<file path="src/rtl/exc_seq_pkg.sv">
package exc_seq_pkg;

    localparam int WORD_W      = 32;
    localparam int FRAME_WORDS = 8;
    localparam int SLOT_W      = $clog2(FRAME_WORDS);
    localparam int FRAME_BYTES = FRAME_WORDS * 4;
    localparam int FRAME_BITS  = FRAME_WORDS * WORD_W;

    // Slot numbering inside the frame, lowest address first.
    localparam int SLOT_R0   = 0;
    localparam int SLOT_R12  = 4;
    localparam int SLOT_LR   = 5;
    localparam int SLOT_PC   = 6;
    localparam int SLOT_XPSR = 7;

    typedef logic [WORD_W-1:0] word_t;
    typedef word_t [FRAME_WORDS-1:0] frame_t;

    typedef enum logic [1:0] {
        SQ_IDLE  = 2'd0,
        SQ_ENTRY = 2'd1,
        SQ_EXIT  = 2'd2
    } seq_state_e;

    typedef enum logic {
        MV_PUSH = 1'b0,
        MV_POP  = 1'b1
    } mv_dir_e;

    typedef struct packed {
        word_t base;      // lowest address of the frame
        word_t sp_after;  // stack pointer reported at completion
    } frame_ptr_t;

    function automatic word_t align_word(input word_t a);
        return {a[WORD_W-1:2], 2'b00};
    endfunction

    function automatic word_t slot_addr(input word_t base, input logic [SLOT_W-1:0] s);
        return base + (word_t'(s) << 2);
    endfunction

    function automatic word_t vec_addr(input word_t table_base, input word_t idx);
        return table_base + (idx << 2);
    endfunction

    function automatic frame_ptr_t make_ptr(input word_t sp, input logic popping);
        frame_ptr_t p;
        if (popping) begin
            p.base     = align_word(sp);
            p.sp_after = align_word(sp) + word_t'(FRAME_BYTES);
        end else begin
            p.base     = align_word(sp) - word_t'(FRAME_BYTES);
            p.sp_after = align_word(sp) - word_t'(FRAME_BYTES);
        end
        return p;
    endfunction

endpackage

</file>
<file path="src/rtl/exc_frame_mover.sv">
module exc_frame_mover
    import exc_seq_pkg::*;
(
    input  logic    clk,
    input  logic    rst,
    input  logic    start,
    input  mv_dir_e dir,
    input  word_t   base,
    input  frame_t  wframe,
    output logic    d_req,
    output logic    d_we,
    output word_t   d_addr,
    output word_t   d_wdata,
    input  word_t   d_rdata,
    input  logic    d_ready,
    output logic    finished,
    output frame_t  rframe
);

    localparam logic [SLOT_W-1:0] LAST_BEAT = SLOT_W'(FRAME_WORDS - 1);

    logic              run_q;
    mv_dir_e           dir_q;
    logic [SLOT_W-1:0] beat_q;
    logic              fin_q;
    logic [SLOT_W-1:0] slot;
    logic              xfer;

    // Pushes walk from the top slot down, pops walk upward.
    assign slot = (dir_q == MV_POP) ? beat_q : (LAST_BEAT - beat_q);
    assign xfer = run_q && d_ready;

    always_ff @(posedge clk) begin
        if (rst) begin
            run_q  <= 1'b0;
            dir_q  <= MV_PUSH;
            beat_q <= '0;
            fin_q  <= 1'b0;
            rframe <= '0;
        end else if (start) begin
            run_q  <= 1'b1;
            dir_q  <= dir;
            beat_q <= '0;
            fin_q  <= 1'b0;
        end else if (xfer) begin
            if (dir_q == MV_POP) begin
                rframe[slot] <= d_rdata;
            end
            if (beat_q == LAST_BEAT) begin
                run_q <= 1'b0;
                fin_q <= 1'b1;
            end else begin
                beat_q <= beat_q + 1'b1;
            end
        end
    end

    assign d_req    = run_q;
    assign d_we     = run_q && (dir_q == MV_PUSH);
    assign d_addr   = slot_addr(base, slot);
    assign d_wdata  = wframe[slot];
    assign finished = fin_q;

    // a stalled data beat keeps its address, direction and data
    a_r6_dbus_hold: assert property (@(posedge clk) disable iff (rst)
        (d_req && !d_ready) |=> (d_req && $stable(d_addr) && $stable(d_we) && $stable(d_wdata)));

    // every beat addresses a whole word
    a_r2_word_aligned: assert property (@(posedge clk) disable iff (rst)
        d_req |-> (d_addr[1:0] == 2'b00));

    // once finished, no further beat until restarted
    a_r2_quiet_after_fin: assert property (@(posedge clk) disable iff (rst)
        (fin_q && !start) |=> !d_req);

endmodule

</file>
<file path="src/rtl/exc_vec_fetch.sv">
module exc_vec_fetch
    import exc_seq_pkg::*;
(
    input  logic  clk,
    input  logic  rst,
    input  logic  start,
    input  word_t addr,
    output logic  i_req,
    output word_t i_addr,
    input  word_t i_rdata,
    input  logic  i_ready,
    output logic  have,
    output word_t vec
);

    logic  pend_q;
    logic  have_q;
    word_t addr_q;
    word_t vec_q;

    always_ff @(posedge clk) begin
        if (rst) begin
            pend_q <= 1'b0;
            have_q <= 1'b0;
            addr_q <= '0;
            vec_q  <= '0;
        end else if (start) begin
            pend_q <= 1'b1;
            have_q <= 1'b0;
            addr_q <= addr;
        end else if (pend_q && i_ready) begin
            pend_q <= 1'b0;
            have_q <= 1'b1;
            vec_q  <= i_rdata;
        end
    end

    assign i_req  = pend_q;
    assign i_addr = addr_q;
    assign have   = have_q;
    assign vec    = vec_q;

    // a stalled vector read keeps its address
    a_r6_ibus_hold: assert property (@(posedge clk) disable iff (rst)
        (i_req && !i_ready) |=> (i_req && $stable(i_addr)));

    // a single read per entry; a held vector issues no further request
    a_r3_single_read: assert property (@(posedge clk) disable iff (rst)
        have |-> !i_req);

endmodule

</file>
<file path="src/rtl/exc_stack_seq.sv">
module exc_stack_seq
    import exc_seq_pkg::*;
#(
    parameter int          NUM_W     = 9,
    parameter logic [31:0] VEC_BASE  = 32'h0000_0000,
    parameter logic [31:0] RET_TOKEN = 32'hFFFF_FFF9
) (
    input  logic                  clk,
    input  logic                  rst,
    input  logic                  exc_valid,
    input  logic [NUM_W-1:0]      exc_num,
    input  logic [WORD_W-1:0]     sp_in,
    input  logic [FRAME_BITS-1:0] ctx_in,
    input  logic                  pc_wr_en,
    input  logic [WORD_W-1:0]     pc_wr_data,
    output logic                  busy,
    output logic                  d_req,
    output logic                  d_we,
    output logic [WORD_W-1:0]     d_addr,
    output logic [WORD_W-1:0]     d_wdata,
    input  logic [WORD_W-1:0]     d_rdata,
    input  logic                  d_ready,
    output logic                  i_req,
    output logic [WORD_W-1:0]     i_addr,
    input  logic [WORD_W-1:0]     i_rdata,
    input  logic                  i_ready,
    output logic                  entry_done,
    output logic                  exit_done,
    output logic [WORD_W-1:0]     sp_out,
    output logic [WORD_W-1:0]     pc_out,
    output logic [WORD_W-1:0]     lr_out,
    output logic [WORD_W-1:0]     xpsr_out,
    output logic [FRAME_BITS-1:0] ctx_out
);

    seq_state_e       st_q;
    logic [NUM_W-1:0] num_q;
    frame_t           frame_q;
    frame_ptr_t       ptr_q;

    logic       ret_hit;
    logic       go_entry;
    logic       go_exit;
    logic       fin_entry;
    logic       fin_exit;
    frame_ptr_t ptr_next;

    logic   mv_fin;
    frame_t mv_rframe;
    logic   vf_have;
    word_t  vf_vec;

    assign ret_hit  = pc_wr_en && (pc_wr_data == RET_TOKEN);
    // Entry outranks a return offered at the same edge.
    assign go_entry = (st_q == SQ_IDLE) && exc_valid;
    assign go_exit  = (st_q == SQ_IDLE) && !exc_valid && ret_hit;
    assign ptr_next = make_ptr(sp_in, go_exit);

    // The join: both the frame writes and the vector must be in hand.
    assign fin_entry = (st_q == SQ_ENTRY) && mv_fin && vf_have;
    assign fin_exit  = (st_q == SQ_EXIT) && mv_fin;

    always_ff @(posedge clk) begin
        if (rst) begin
            st_q    <= SQ_IDLE;
            num_q   <= '0;
            frame_q <= '0;
            ptr_q   <= '0;
        end else begin
            unique case (st_q)
                SQ_IDLE: begin
                    if (go_entry) begin
                        st_q    <= SQ_ENTRY;
                        num_q   <= exc_num;
                        frame_q <= ctx_in;
                        ptr_q   <= ptr_next;
                    end else if (go_exit) begin
                        st_q  <= SQ_EXIT;
                        ptr_q <= ptr_next;
                    end
                end
                SQ_ENTRY: if (fin_entry) st_q <= SQ_IDLE;
                SQ_EXIT:  if (fin_exit)  st_q <= SQ_IDLE;
                default:  st_q <= SQ_IDLE;
            endcase
        end
    end

    exc_frame_mover u_mover (
        .clk      (clk),
        .rst      (rst),
        .start    (go_entry || go_exit),
        .dir      (go_exit ? MV_POP : MV_PUSH),
        .base     (ptr_q.base),
        .wframe   (frame_q),
        .d_req    (d_req),
        .d_we     (d_we),
        .d_addr   (d_addr),
        .d_wdata  (d_wdata),
        .d_rdata  (d_rdata),
        .d_ready  (d_ready),
        .finished (mv_fin),
        .rframe   (mv_rframe)
    );

    exc_vec_fetch u_vec (
        .clk     (clk),
        .rst     (rst),
        .start   (go_entry),
        .addr    (vec_addr(VEC_BASE, word_t'(exc_num))),
        .i_req   (i_req),
        .i_addr  (i_addr),
        .i_rdata (i_rdata),
        .i_ready (i_ready),
        .have    (vf_have),
        .vec     (vf_vec)
    );

    assign busy       = (st_q != SQ_IDLE);
    assign entry_done = fin_entry;
    assign exit_done  = fin_exit;
    assign sp_out     = ptr_q.sp_after;
    assign pc_out     = vf_vec;
    assign lr_out     = RET_TOKEN;
    assign xpsr_out   = {frame_q[SLOT_XPSR][WORD_W-1:NUM_W], num_q};
    assign ctx_out    = mv_rframe;

    // completion strobes last exactly one cycle
    a_r4_entry_pulse: assert property (@(posedge clk) disable iff (rst)
        entry_done |=> !entry_done);

    // return strobe lasts exactly one cycle
    a_r8_exit_pulse: assert property (@(posedge clk) disable iff (rst)
        exit_done |=> !exit_done);

    // both buses are quiet when entry completes
    a_r4_join_both: assert property (@(posedge clk) disable iff (rst)
        entry_done |-> (!d_req && !i_req));

    // a sequence can only start from an offered request
    a_r7_start_source: assert property (@(posedge clk) disable iff (rst)
        $rose(busy) |-> $past(exc_valid || ret_hit));

    // simultaneous entry and return offer starts a stack write
    a_r10_entry_first: assert property (@(posedge clk) disable iff (rst)
        (!busy && exc_valid && ret_hit) |=> (d_req && d_we));

    // a non-token program-counter write alone starts nothing
    a_r9_plain_pc_write: assert property (@(posedge clk) disable iff (rst)
        (!busy && !exc_valid && pc_wr_en && (pc_wr_data != RET_TOKEN)) |=> !busy);

    // the vector read targets the table slot of the latched number
    a_r3_vec_slot: assert property (@(posedge clk) disable iff (rst)
        i_req |-> (i_addr == VEC_BASE + ({{(WORD_W-NUM_W){1'b0}}, num_q} << 2)));

endmodule

</file>
<file path="config.mk">
export PLATFORM = sky130hd
export DESIGN_NAME = exc_stack_seq
export DESIGN_NICKNAME = d
export VERILOG_FILES = /design/src/rtl/exc_seq_pkg.sv /design/src/rtl/exc_frame_mover.sv /design/src/rtl/exc_vec_fetch.sv /design/src/rtl/exc_stack_seq.sv
export SDC_FILE = /design/constraint.sdc
export NUM_CORES = 1
export LEC_CHECK = 0
export BUFFER_PORTS_ARGS = -buffer_cell sky130_fd_sc_hd__buf_2
export CAP_MARGIN = 20
export CORE_AREA = 2 2 347 349
export CTS_CLUSTER_SIZE = 40
export DETAILED_ROUTE_END_ITERATION = 8
export DIE_AREA = 0 0 349 351
export GPL_ROUTABILITY_DRIVEN = 1
export PLACE_DENSITY = 0.52
export SYNTH_ARGS = -nofsm -noshare
export SYNTH_HDL_FRONTEND = slang
export SYNTH_HIERARCHICAL = 1
export SYNTH_SLANG_ARGS = --single-unit
</file>
<file path="constraint.sdc">
create_clock -name clk -period 4.4 [get_ports clk]
set_input_delay 0 -clock clk [delete_from_list [all_inputs] [get_ports clk]]
set_output_delay 0 -clock clk [all_outputs]
set_load 0.005 [all_outputs]
</file>
==> run_results.csv, run 1 <==
group,metric,value,unit
pwr,vdd_drop_max,0.000251,V
drt,route.layer.met1.wl,52400,um
floorplanning,start_util,0.243,
synthesis,synth_area,0.0290,mm^2
cts,cts.sinks,652,
grt,grt_pass1_wl,178000,um
cts,h-tree-depth,3,
floorplanning,die_area,0.122,mm^2
synthesis,synth_cell_types,85,
drt,avgViaCountPerCell,4.62,
pwr,cellInternalPower,10.9,mW
sta,fin_crit,3.99,ns
placed_design,port_buffers,846,
drt,wl_met2,59500,um
pwr,power.total,14.7,mW
job,drv_cap,0,
pwr,seqPwrFrac,0.425,
drt,drt-total-wl,124000,um
sta,period_share,0.907,
pwr,power_leakage,17.4,nW
sta,rsz0062_at_grt,"no",
pwr,combPwrFrac,0.108,
placed_design,dp_hpwl,86000,um
layout,layout-drive-gt1-share,0.229,
drt,wl_met3,7190,um
cts,cts_buffer_depth,3,
layout,syn_to_final_growth,40.4,%
cts,cts_setup_buffers,0,
synthesis,netlist_instances,3537,
cts,numCtsBuffers,81,
pwr,power.density,362,mW/mm^2
synthesis,yosys.area.top_type,"dfxtp_1",
pwr,netSwitchingFraction,0.261,
layout,nFillCells,12472,
sta,fmax,251,MHz
sta,drv_slew,0,
grt,grt_pass1_vias,27503,
floorplanning,core-area,0.119,mm^2
critical_path,crit_fanout,16,
sta,setup_tns,0,ns
grt,grt_usage,0.192,
synthesis,synth_top_area_frac,0.451,
drt,firstDrtPassIters,8,
cts,cts_root_buffer,"clkbuf_16",
synthesis,synth_area_leaders,"dfxtp_1, nand2_1, mux2i_1",
sta,setup_viol,0,
drt,wl_per_cell,19.9,um
grt,grt_antenna_before_repair,21,
cts,cts.reportedPaths.clkPinSlew,0.06,ns
sta,worst_slew_pin_slew,1.21,ns
floorplanning,rows,127,
pwr,p_sw,3.84,mW
placed_design,place_congestion,0.855,
drt,topRoutingLayerUsed,"met5",
sta,hold_viol_final,0,
synthesis,ys_seq_elements,652,
synthesis,netlist_top_cells_count,"nand2_1, dfxtp_1, a21oi_1",
sta,maxSlewHeadroom,0.190,
cts,cts_tree,"done",
critical_path,arrival,3.99,ns
drt,num_vias,28727,
synthesis,synth_area_per_cell,8.19,um^2
drt,drt_iter0_drc,1799,
critical_path,endpoint_kind,"primary output",
hold_path,min_path_type,"in2reg",
status,status,"completed",
grt,grt_remaining_overflow,0,
floorplanning,io_pins,885,
critical_path,critical_path_class,"reg2out",
synthesis,synth_edf_count,0,
sta,clock_skew,0.0313,ns
pwr,clock_power_share,0.468,
synthesis,async_reset_ff_frac,0,
layout,final_nets,4991,
floorplanning,die_h,351,um
cts,clock_latency,0.68,ns
synthesis,synthFlopType,"dfxtp_1",
floorplanning,die_w,349,um
critical_path,cp.required,4.40,ns
critical_path,start_kind,"flip-flop",
drt,drc,0,
synthesis,synthMostInstantiatedCell,"nand2_1",
drt,ant_nets,0,
synthesis,ys_seq_area_frac,0.451,
synthesis,yosysWarnings,6,
grt,grt_max_degree,204,
==> worst max-delay path: stages (launching register included) <==
cell	delay [ns]
dfxtp_1	0.76
nand2b_1	0.20
and2_0	0.61
ha_1	0.27
a21oi_1	0.09
a2111oi_0	0.75
nand4_1	0.22
xnor2_1	0.24
buf_2	0.16
==> registers in the layout, indices dropped and copies added, names as in the netlist, 3 cells and up <==
register,flops
u_mover/rframe,256
frame_q,233
u_vec/i_addr,32
u_vec/vec,32
ptr_q,30
sp_out,27
xpsr_out,23
num_q,9
u_mover/beat_q,3
==> timing repair <==
| action | CTS | global route |
|---|---|---|
| gates resized for setup | 0 | 0 |
| hold buffers | 414 | 0 |
| endpoints found under the hold margin | 628 | 0 |
==> placed cells by master (no fill, tap or decap), types with 16 or more instances in the layout <==
master         count
xor2_1            23
o22ai_1           31
clkbuf_8          16
a21oi_1          459
xnor2_1           36
nor3_1            26
o21ai_0           33
dlygate4sd3_1    414
buf_2            845
clkbuf_1          18
nand2b_1          70
conb_1            59
inv_1             16
nand4_1           29
mux2i_1          328
nand2_1          905
or4_1             32
dfxtp_1          651
nor2_1           273
nand3_1           28
buf_4             32
clkbuf_16         83
==> power by group through the flow <==
stage	Clock, mW	Combinational (mW)	Sequential [mW]
floorplan	0	0.797	6.33
finish	6.88	1.59	6.25
global route	7.28	1.73	6.27
global placement	0	1.26	6.37
CTS	7.04	1.58	6.25
detailed placement	0	1.28	6.38
==> worst paths after layout <==
path              depth (start not counted)     startpoint  slack, ns             to
setup / recovery                          8  u_mover/dir_q       0.41     d_addr[23]
hold reg to reg                           2       num_q[0]       0.45       num_q[0]
hold / removal                            5  pc_wr_data[1]       0.06  u_mover/d_req
setup reg to reg                         10        st_q[0]       0.52      ptr_q[43]
==> cell type report <==
cell class	count	area, um^2	share of cell area
Antenna cell	14	35.0	0.000862
Clock inverter	32	363	0.00892
Sequential cell	652	13100	0.321
Inverter	19	81.3	0.00200
Clock buffer	117	2360	0.0582
Timing Repair Buffer	1297	8720	0.214
Multi-Input combinational cell	2533	14100	0.347
Tap cell	1548	1940	0.0476
==> cells by family after synthesis <==
logic type	count (synthesis)	share of synthesized area
mux	335	0.117
xor+xnor	60	0.0181
simple gates	1449	0.218
other cells	2	0.000259
flops	652	0.451
buf+inv	409	0.0715
fa+ha+maj	8	0.00372
compound gates	622	0.121
==> stage by stage <==
stage	util	instances	worst slack (ns)	area [um^2]	hold slack [ns]
floorplan	-	3594	1.56	29200	0.132
global placement	0.284	5634	1.10	33700	0.232
detailed placement	0.284	5634	1.12	33700	0.241
CTS	0.341	6197	0.340	40600	0.0231
global route	0.342	6208	0.167	40600	0.0577
finish	0.342	6212	0.409	40700	0.0624
==> per-layer routing <==
metal / up-vias / track usage
met2: 943 / 0.323
met4: 8 / 0.0793
met1: 13733 / 0.239
met5: - / 0
li1: 13821 / -
met3: 222 / 0.0385
Power figures use the tool's default switching activity.
==> run 2, diff against run 1 <==
RECOVER_POWER = 100   (was unset)
==> run 2 against run 1 <==
  * The flow now finishes with violations (max-capacitance violations, max-slew violations)
  * Clock-buffer cell count did not move
  * Worst hold slack better by 0.046 ns
  * Final cell count is essentially flat
  * Sequential share of layout area up 0.48 points
  * First-iteration DRC count up 5.8%
  * Utilization is 0.50 points lower
  * Global-route usage unchanged
  * Cell area is 1.5% lower
  * Critical path depth shrank 3
  * Combinational power barely moved
  * Via count hardly changed
  * Clock skew up 0.0015 ns
  * Largest cell class unchanged
==> run_results.csv, run 2 (synthesis results as in run 1) <==
group,metric,value,unit
layout,syn_to_final_growth,38.3,%
grt,grt_usage,0.192,
cts,cts_root_buffer,"clkbuf_16",
pwr,power.total,14.7,mW
cts,clock_latency,0.68,ns
drt,firstDrtPassIters,8,
layout,utilization,0.337,
layout,top_register,"u_mover/rframe",
layout,layout-drive-gt1-share,0.144,
sta,holdWs,0.108,ns
sta,hold_viol_final,0,
drt,wl_per_cell,19.9,um
critical_path,crit_fanout,203,
layout,largest_reg_flops,256,
status,violations,"max-capacitance violations, max-slew violations",
cts,cts_tree,"done",
drt,ant_nets,0,
layout,reg_top3,"u_mover/rframe: 256 flops, frame_q: 233 flops",
drt,num_vias,28701,
sta,period_share,0.907,
critical_path,reg2reg_to,"frame_q[169]",
placed_design,port_buffers,846,
sta,fin_crit,3.99,ns
sta,worst_slew_pin_slew,2.58,ns
critical_path,critPathSlowestCell,"clkbuf_4",
sta,drv_slew,640,
layout,mostFrequentLayoutCells,"nand2_1, dfxtp_1, a21oi_1",
drt,drt_iter0_drc,1903,
placed_design,pre_cts_ws,1.12,ns
grt,grt_remaining_overflow,0,
critical_path,crit_end,"frame_q[169]",
critical_path,worstReg2RegStart,"st_q[0]",
grt,grt_pass1_wl,178000,um
critical_path,cp.required,4.96,ns
placed_design,dp_hpwl,86000,um
sta,clock_skew,0.0328,ns
critical_path,crit_top_cell,"clkbuf_4",
cts,cts_buffer_depth,3,
critical_path,r2r_cells,5,
grt,grt_antenna_before_repair,21,
critical_path,critPathBufInv,2,
floorplanning,die_h,351,um
layout,final_nets,4991,
grt,grtUsageMet3,0.0385,
grt,met2_usage,0.323,
critical_path,crit_chain,"or3b_1 > clkbuf_4 > clkbuf_4 > nand2_1 > a21oi_1",
grt,busiest_layer,"met2",
floorplanning,die_w,349,um
cts,cts_resized,0,
critical_path,start_kind,"flip-flop",
critical_path,ff2ff_setup_slack,0.41,ns
placed_design,place_congestion,0.855,
drt,avgViaCountPerCell,4.62,
critical_path,worst-path-stages,5,
cts,cts.reportedPaths.clkPinSlew,0.06,ns
sta,maxSlewHeadroom,-0.720,
grt,grt_util_met1,0.239,
sta,fmax,251,MHz
sta,rsz0062_at_grt,"no",
floorplanning,rows,127,
hold_path,min_path_type,"in2reg",
floorplanning,die_area,0.122,mm^2
sta,fin_ws,0.409,ns
floorplanning,io_pins,885,
critical_path,arrival,4.55,ns
cts,ctsHoldBuffers,414,
pwr,power.density,367,mW/mm^2
grt,grt_max_degree,204,
cts,numCtsBuffers,81,
drt,drt-total-wl,124000,um
pwr,vdd_drop_max,0.000252,V
status,status,"complete, but fails checks",
sta,setup_viol,0,
critical_path,startpoint,"st_q[0]",
floorplanning,start_util,0.243,
critical_path,cp_top_family,"buffers and inverters",
drt,drc,0,
cts,cts_setup_buffers,0,
sta,setup_tns,0,ns
cts,cts.sinks,652,
cts,h-tree-depth,3,
layout,nFillCells,12671,
job,drv_cap,7,
layout,layout_commonest_cell,"nand2_1",
critical_path,endpoint_kind,"flip-flop",
critical_path,critical_path_class,"reg2reg",
floorplanning,core-area,0.119,mm^2
pwr,power_leakage,15.7,nW
critical_path,max_stage_delay,1.80,ns
grt,grt_pass1_vias,27503,
run 2: cell types whose count changed in the layout (fill, tap and decap cells not counted), sizes merged:
cell,change
buf,-402
clkbuf,+402
diode,+1
run 2: how the worst min path moves through the flow:
| stage | start | end | depth (start not counted) |
|---|---|---|---|
| final | sp_in[4] | ptr_q[36] | 4 |
| after global placement | sp_in[4] | ptr_q[36] | 3 |
| after CTS | pc_wr_data[1] | u_mover/d_req | 5 |
| after global routing | ctx_in[250] | xpsr_out[26] | 4 |
| after floorplan | sp_in[28] | ptr_q[60] | 2 |
| after detailed placement | sp_in[2] | ptr_q[34] | 3 |
run 2: final cells by class:
type,instances,area (um^2),share of cell area
Sequential cell,652,13100,0.326
Clock inverter,32,363,0.00906
Tap cell,1548,1940,0.0484
Timing Repair Buffer,1297,8170,0.204
Multi-Input combinational cell,2533,14000,0.351
Clock buffer,117,2360,0.0590
Inverter,19,81.3,0.00203
Antenna cell,15,37.5,0.000937
run 2: per-layer routing:
metal / vias up / wire length (um)
met2: 911 / 59500
met1: 13725 / 52800
met5: - / 52
met4: 8 / 4730
met3: 227 / 6690
li1: 13830 / -
run 2: through the flow:
step | area [um^2] | std cells
final | 40100 | 6213
after global routing | 40000 | 6208
after CTS | 40600 | 6197
after detailed placement | 33700 | 5634
after global placement | 33700 | 5634
after floorplan | 29200 | 3594
run 2: worst min-delay path, stage by stage:
cell           delay (ns)
dlygate4sd3_1        0.52
buf_2                0.09
mux2i_1              0.05
nor2_1               0.07
run 2: where the power goes:
| group | switching [mW] | total, mW | leakage [nW] | internal [mW] |
|---|---|---|---|---|
| registers | 0.143 | 6.25 | 5.31 | 6.11 |
| clock network | 2.83 | 6.88 | 1.33 | 4.05 |
| logic | 0.870 | 1.57 | 9.10 | 0.697 |
